[config.mk]
export PLATFORM = sky130hd
export DESIGN_NAME = cpwm_halfbridge
export DESIGN_NICKNAME = d
export VERILOG_FILES = /design/src/rtl/cpwm_pkg.sv /design/src/rtl/cpwm_shadow.sv /design/src/rtl/cpwm_tri_timer.sv /design/src/rtl/cpwm_edge.sv /design/src/rtl/cpwm_halfbridge.sv
export SDC_FILE = /design/constraint.sdc
export NUM_CORES = 1
export LEC_CHECK = 0
export ABC_AREA = 1
export ABC_CLOCK_PERIOD_IN_PS = 4000
export BUFFER_PORTS_ARGS = -buffer_cell sky130_fd_sc_hd__buf_2
export CAP_MARGIN = 20
export CORE_MARGIN = 2
export CORE_UTILIZATION = 45
export CTS_BUF_LIST = sky130_fd_sc_hd__clkbuf_4 sky130_fd_sc_hd__clkbuf_8 sky130_fd_sc_hd__clkbuf_16
export DETAILED_ROUTE_END_ITERATION = 8
export GPL_ROUTABILITY_DRIVEN = 0
export HOLD_SLACK_MARGIN = 0.08
export PLACE_DENSITY_LB_ADDON = 0.3
export SLEW_MARGIN = 20
export SYNTH_ARGS = -nofsm -noshare
export SYNTH_HDL_FRONTEND = slang
export SYNTH_SLANG_ARGS = --single-unit
export TNS_END_PERCENT = 100
[constraint.sdc]
create_clock -name clk -period 4 [get_ports clk]
set_clock_uncertainty 0.15 [all_clocks]
set_input_delay 0.6 -clock clk [delete_from_list [all_inputs] [get_ports clk]]
set_output_delay 0.6 -clock clk [all_outputs]
set_load 0.02 [all_outputs]
[src/rtl/cpwm_pkg.sv]
package cpwm_pkg;

  typedef enum logic {
    HALF_RISE = 1'b0,
    HALF_FALL = 1'b1
  } half_e;

  // Effective span: bit 0 dropped, floor of 2.
  function automatic int eff_span(input int raw);
    int p;
    p = raw & ~1;
    return (p < 2) ? 2 : p;
  endfunction

  // Lowest timer value at which the upper switch is on.
  function automatic int hs_on_from(input int span, input int duty, input int dt);
    return span / 2 - duty + dt;
  endfunction

  // Timer values below this turn the lower switch on.
  function automatic int ls_on_below(input int span, input int duty, input int dt);
    return span / 2 - duty - dt;
  endfunction

endpackage

[src/rtl/cpwm_shadow.sv]
module cpwm_shadow #(
  parameter int CNT_W = 8,
  parameter int DT_W  = 4
) (
  input  logic                    clk,
  input  logic                    rst_n,
  input  logic                    load,
  input  logic [CNT_W-1:0]        period_in,
  input  logic signed [CNT_W:0]   duty_in,
  input  logic [DT_W-1:0]         dead_in,
  output logic [CNT_W-1:0]        span_q,
  output logic signed [CNT_W:0]   duty_q,
  output logic [DT_W-1:0]         dead_q
);
  import cpwm_pkg::*;

  always_ff @(posedge clk or negedge rst_n) begin
    if (!rst_n) begin
      span_q <= CNT_W'(2);
      duty_q <= '0;
      dead_q <= '0;
    end else if (load) begin
      span_q <= CNT_W'(eff_span(int'(period_in)));
      duty_q <= duty_in;
      dead_q <= dead_in;
    end
  end


  shadow_hold_chk: assert property (@(posedge clk) disable iff (!rst_n)
    !load |=> ($stable(span_q) && $stable(duty_q) && $stable(dead_q)));


  span_even_chk: assert property (@(posedge clk) disable iff (!rst_n)
    (span_q[0] == 1'b0) && (span_q >= CNT_W'(2)));

endmodule

[src/rtl/cpwm_tri_timer.sv]
module cpwm_tri_timer #(
  parameter int CNT_W = 8
) (
  input  logic              clk,
  input  logic              rst_n,
  input  logic              enable,
  input  logic [CNT_W-1:0]  span,
  output logic [CNT_W-1:0]  cnt,
  output cpwm_pkg::half_e   half,
  output logic              run,
  output logic              start,
  output logic              sync
);
  import cpwm_pkg::*;

  logic last_tick;
  logic at_top;

  assign last_tick = run && (half == HALF_FALL) && (cnt == '0);
  assign at_top    = (cnt == span - CNT_W'(1));
  assign start     = enable && (!run || last_tick);

  always_ff @(posedge clk or negedge rst_n) begin
    if (!rst_n) begin
      run  <= 1'b0;
      cnt  <= '0;
      half <= HALF_RISE;
      sync <= 1'b0;
    end else if (!enable) begin
      run  <= 1'b0;
      cnt  <= '0;
      half <= HALF_RISE;
      sync <= 1'b0;
    end else if (start) begin
      run  <= 1'b1;
      cnt  <= '0;
      half <= HALF_RISE;
      sync <= 1'b1;
    end else begin
      sync <= 1'b0;
      if (half == HALF_RISE) begin
        if (at_top) half <= HALF_FALL;
        else        cnt  <= cnt + CNT_W'(1);
      end else begin
        cnt <= cnt - CNT_W'(1);
      end
    end
  end


  sync_first_tick_chk: assert property (@(posedge clk) disable iff (!rst_n)
    sync |-> (run && cnt == '0 && half == HALF_RISE));


  sync_width_chk: assert property (@(posedge clk) disable iff (!rst_n)
    sync |=> !sync);


  cnt_bound_chk: assert property (@(posedge clk) disable iff (!rst_n)
    run |-> (cnt < span));


  turn_repeat_chk: assert property (@(posedge clk) disable iff (!rst_n)
    (run && $rose(half)) |-> (cnt == $past(cnt)));

endmodule

[src/rtl/cpwm_edge.sv]
module cpwm_edge #(
  parameter int CNT_W = 8,
  parameter int DT_W  = 4
) (
  input  logic                    clk,
  input  logic                    rst_n,
  input  logic                    run,
  input  logic [CNT_W-1:0]        cnt,
  input  logic [CNT_W-1:0]        span,
  input  logic signed [CNT_W:0]   duty,
  input  logic [DT_W-1:0]         dead,
  output logic                    hs_n,
  output logic                    ls_n
);
  import cpwm_pkg::*;

  int   hs_from;
  int   ls_below;
  logic hs_on;
  logic ls_on;

  assign hs_from  = hs_on_from(int'(span), int'(duty), int'(dead));
  assign ls_below = ls_on_below(int'(span), int'(duty), int'(dead));

  // Signed compares saturate on their own: a threshold outside 0..span
  // gives a switch that is on or off for the whole period.
  assign hs_on = run && (int'(cnt) >= hs_from);
  assign ls_on = run && (int'(cnt) <  ls_below);

  assign hs_n = ~hs_on;
  assign ls_n = ~ls_on;


  no_overlap_chk: assert property (@(posedge clk) disable iff (!rst_n)
    !(hs_on && ls_on));

endmodule

[src/rtl/cpwm_halfbridge.sv]
module cpwm_halfbridge #(
  parameter int CNT_W = 8,
  parameter int DT_W  = 4
) (
  input  logic                   clk,
  input  logic                   rst_n,
  input  logic                   enable,
  input  logic [CNT_W-1:0]       period,
  input  logic signed [CNT_W:0]  duty,
  input  logic [DT_W-1:0]        dead,
  output logic                   hs_n,
  output logic                   ls_n,
  output logic                   sync,
  output logic                   phase
);
  import cpwm_pkg::*;

  logic [CNT_W-1:0]       span_q;
  logic signed [CNT_W:0]  duty_q;
  logic [DT_W-1:0]        dead_q;
  logic [CNT_W-1:0]       cnt;
  half_e                  half;
  logic                   run;
  logic                   period_start;

  cpwm_shadow #(.CNT_W(CNT_W), .DT_W(DT_W)) u_shadow (
    .clk(clk), .rst_n(rst_n), .load(period_start),
    .period_in(period), .duty_in(duty), .dead_in(dead),
    .span_q(span_q), .duty_q(duty_q), .dead_q(dead_q)
  );

  cpwm_tri_timer #(.CNT_W(CNT_W)) u_timer (
    .clk(clk), .rst_n(rst_n), .enable(enable), .span(span_q),
    .cnt(cnt), .half(half), .run(run), .start(period_start), .sync(sync)
  );

  cpwm_edge #(.CNT_W(CNT_W), .DT_W(DT_W)) u_edge (
    .clk(clk), .rst_n(rst_n), .run(run), .cnt(cnt),
    .span(span_q), .duty(duty_q), .dead(dead_q),
    .hs_n(hs_n), .ls_n(ls_n)
  );

  assign phase = run && (half == HALF_FALL);


  idle_off_chk: assert property (@(posedge clk) disable iff (!rst_n)
    !enable |=> (hs_n && ls_n && !sync && !phase));


  phase_at_start_chk: assert property (@(posedge clk) disable iff (!rst_n)
    sync |-> !phase);

endmodule

==> impl_metrics.env <==
export IMPL_fin_crit_sh=1.10
export IMPL_path_class="reg2out"
export IMPL_post_drt_via_cell_ratio=5.01
export IMPL_worstPathArrival_ns=3.66
export IMPL_syn_nets=470
export IMPL_antennaDiodeCount=0
export IMPL_ios=28
export IMPL_drt_iter0_drc=99
export IMPL_antenna_found_initial=0
export IMPL_maxSlewViolCount=0
export IMPL_period_needed_ns=4.41
export IMPL_die_w_um=84.6
export IMPL_p_per_area_mw_per_mm2=465
export IMPL_clk_path_buf_depth=2
export IMPL_rr_startpoint="u_shadow.span_q[1]$_DFFE_PN1P_"
export IMPL_timing_setup_tns_ns=-0.772
export IMPL_ys_seq_area_frac=0.266
export IMPL_grt_usage=0.205
export IMPL_fmax_ghz=0.227
export IMPL_syn_to_final_growth_pct=23.9
export IMPL_initial_core_util=0.463
export IMPL_r2r_end="u_timer.cnt[6]$_DFFE_PN0P_"
export IMPL_cts_sinks=31
export IMPL_vdd_drop_max_uv=246
export IMPL_syn_inst=405
export IMPL_die_area_mm2=0.00716
export IMPL_grt_overflow=0
export IMPL_relSlewSlack=0.516
export IMPL_io_buffers=26
export IMPL_synth_compound_area_frac=0.109
export IMPL_violations="negative setup slack"
export IMPL_grt_pass1_vias=2675
export IMPL_synthTopCellsByArea="dfrtp_1 26%, ha_1 16%, nand2_1 15%"
export IMPL_critPathMaxStageDelay_ns=0.54
export IMPL_synth_cell_types=35
export IMPL_yosysTopAreaCell="dfrtp_1"
export IMPL_synth_top_family_by_area="simple AND/OR/NAND/NOR gates"
export IMPL_worst_slack_ns=-0.412
export IMPL_tightest_slew_ns=0.726
export IMPL_synth_edf_count=0
export IMPL_synthAdderAreaFrac=0.186
export IMPL_nNetsFinal=531
export IMPL_ff2ff_setup_slack_ns=1.66
export IMPL_worstPathMaxFanout=3
export IMPL_yosysWarnings=0
export IMPL_fp_row_count=29
export IMPL_clock_root_buffer="clkbuf_8"
export IMPL_status="complete, but fails checks"
export IMPL_drive_gt1_frac=0.229
export IMPL_clock_latency_ns=0.29
export IMPL_startpoint_type="flip-flop"
export IMPL_p_leak_nw=1.98
export IMPL_cts_max_level=2
export IMPL_post_dp_hpwl_mm=5.26
export IMPL_finalHoldViolations=0
export IMPL_path_buf_inv=6
export IMPL_wire_per_inst_um=12.6
export IMPL_async_flop_share=1.00
export IMPL_routed_wl_mm=6.83
export IMPL_final_util=0.574
export IMPL_pre_cts_ws_ns=-0.239
export IMPL_synth_flop_cell="dfrtp_1"
export IMPL_avgSynthCellArea_um2=7.22
export IMPL_cts_made_buffers=5
export IMPL_rr_worst_depth=11
export IMPL_drc=0
export IMPL_crit_chain="inv_2 > ha_4 > fa_2 > inv_1 > buf_4 > ha_1 > a21oi_2 > nand2_1 > nand2_1 > nand2_1 > nand2_2 > buf_4 > xnor2_1 > ha_1 > nand2_1 > inv_1 > o21ai_1 > o2111ai_2 > nand2_1 > nand2_1 > nand2_2 > buf_6"
export IMPL_cts_clk_slew_worst_paths_ns=0.07
export IMPL_dr_pass1_iters=4
export IMPL_cp_data_required_time_ns=3.25
export IMPL_min_path_type="in2async"
export IMPL_synth_xor_area_share=0.0719
export IMPL_end_kind="output port"
export IMPL_synthMuxAreaShare=0
export IMPL_grt_max_degree=37
export IMPL_yosys_area_top_type_share=0.257
export IMPL_slowest_stage="dfstp_2"
export IMPL_drt_antenna_violating_nets=0
export IMPL_synth_seq_cells=31
export IMPL_path_common_cell="nand2_1"
export IMPL_synthesis_area_mm2=0.00292
export IMPL_die_h_um=84.6
export IMPL_cpLargestDelayFamily="adder cells"
export IMPL_rsz0062_at_grt="true"
export IMPL_synthSimpleGateAreaFrac=0.280
export IMPL_cts_tree="built"
export IMPL_vias=2726
export IMPL_drv_cap=0
export IMPL_setup_violations=2
export IMPL_core_mm2=0.00631
export IMPL_grt_pass1_wl_mm=11.9
cell usage in the layout, fill, tap and decap left out, drive strengths merged, types with 9 or more instances in the layout:
cell type  count
ha            37
nand2        117
xor2          14
buf           60
xnor2         10
o21ai         23
nor2          26
a21oi         28
nand4          9
dfrtp         30
inv           58
nand3         28
cells in the mapped netlist (6+ instances only):
cell type,count
nand2_1,113
inv_1,54
ha_1,37
dfrtp_1,30
a21oi_1,27
nand3_1,26
nor2_1,22
o21ai_0,16
xor2_1,14
xnor2_1,10
nand4_1,9
o21ai_1,6
area by class of cell:
cell class	count	area (um^2)
Fill cell	589	2690
Multi-Input combinational cell	310	2010
Sequential cell	31	777
Timing Repair Buffer	60	402
Inverter	58	220
Tap cell	77	96.3
Clock buffer	6	82.6
Clock inverter	2	35.0
report_power, final:
part / leakage, nW / switching [W] / internal (W) / total [W]
registers: 0.391 / 0.0000232 / 0.000340 / 0.000364
clock network: 0.0612 / 0.000127 / 0.000201 / 0.000328
logic: 1.52 / 0.000528 / 0.000465 / 0.000993
total: 1.98 / 0.000678 / 0.00101 / 0.00169
logic make-up (layout without fill, tap and decap cells):
family	after synthesis	count (layout)
AO/OA/AOI/OAI	58	58
XOR/XNOR	24	24
adder cells (fa/ha/maj)	41	41
buffers and inverters	64	126
flip-flops	31	31
AND/OR/NAND/NOR	187	187
how the worst max path moves through the flow:
stage                                         from    to  slack (ns)  cells after the start
floorplan           u_shadow.span_q[1]$_DFFE_PN1P_  hs_n      -0.002                     23
global placement    u_shadow.span_q[1]$_DFFE_PN1P_  hs_n       -0.21                     23
detailed placement  u_shadow.span_q[1]$_DFFE_PN1P_  hs_n       -0.24                     23
CTS                 u_shadow.span_q[1]$_DFFE_PN1P_  hs_n       -0.45                     23
global route        u_shadow.span_q[1]$_DFFE_PN1P_  ls_n       -0.65                     21
finish              u_shadow.span_q[1]$_DFFE_PN1P_  hs_n       -0.41                     22
per-layer routing:
| metal | track usage | share of wire | up-vias |
|---|---|---|---|
| li1 | - | - | 1433 |
| met1 | 0.270 | 0.47 | 1218 |
| met2 | 0.339 | 0.47 | 58 |
| met3 | 0.0344 | 0.033 | 17 |
| met4 | 0.0765 | 0.024 | 0 |
| met5 | 0 | 0 | - |
flip-flops by register name, summed over array words and instances, names as in the netlist:
signal and cells:
u_shadow.duty_q 9, u_timer.cnt 8, u_shadow.span_q 7, u_shadow.dead_q 4
u_timer.half 1, u_timer.run 1, u_timer.sync 1
stage by stage:
step                instance area (um^2)  hold WS (ns)  cells  total power (W)
floorplan                           2960         0.154    405         0.000946
CTS                                 3570         0.240    542          0.00164
detailed placement                  3320         0.369    526          0.00122
finish                              3620         0.217    544          0.00169
global placement                    3320         0.362    526          0.00119
global route                        3620         0.260    544          0.00185
repair_timing:
item | in CTS | in global routing
resized for setup | 16 | 9
setup endpoints to repair | 2 | 2
endpoints found under the hold margin | 0 | 0
setup buffers | 8 | 2
pin swaps | 20 | 22
hold buffers | 0 | 0
(Power assumes the default switching activity.)
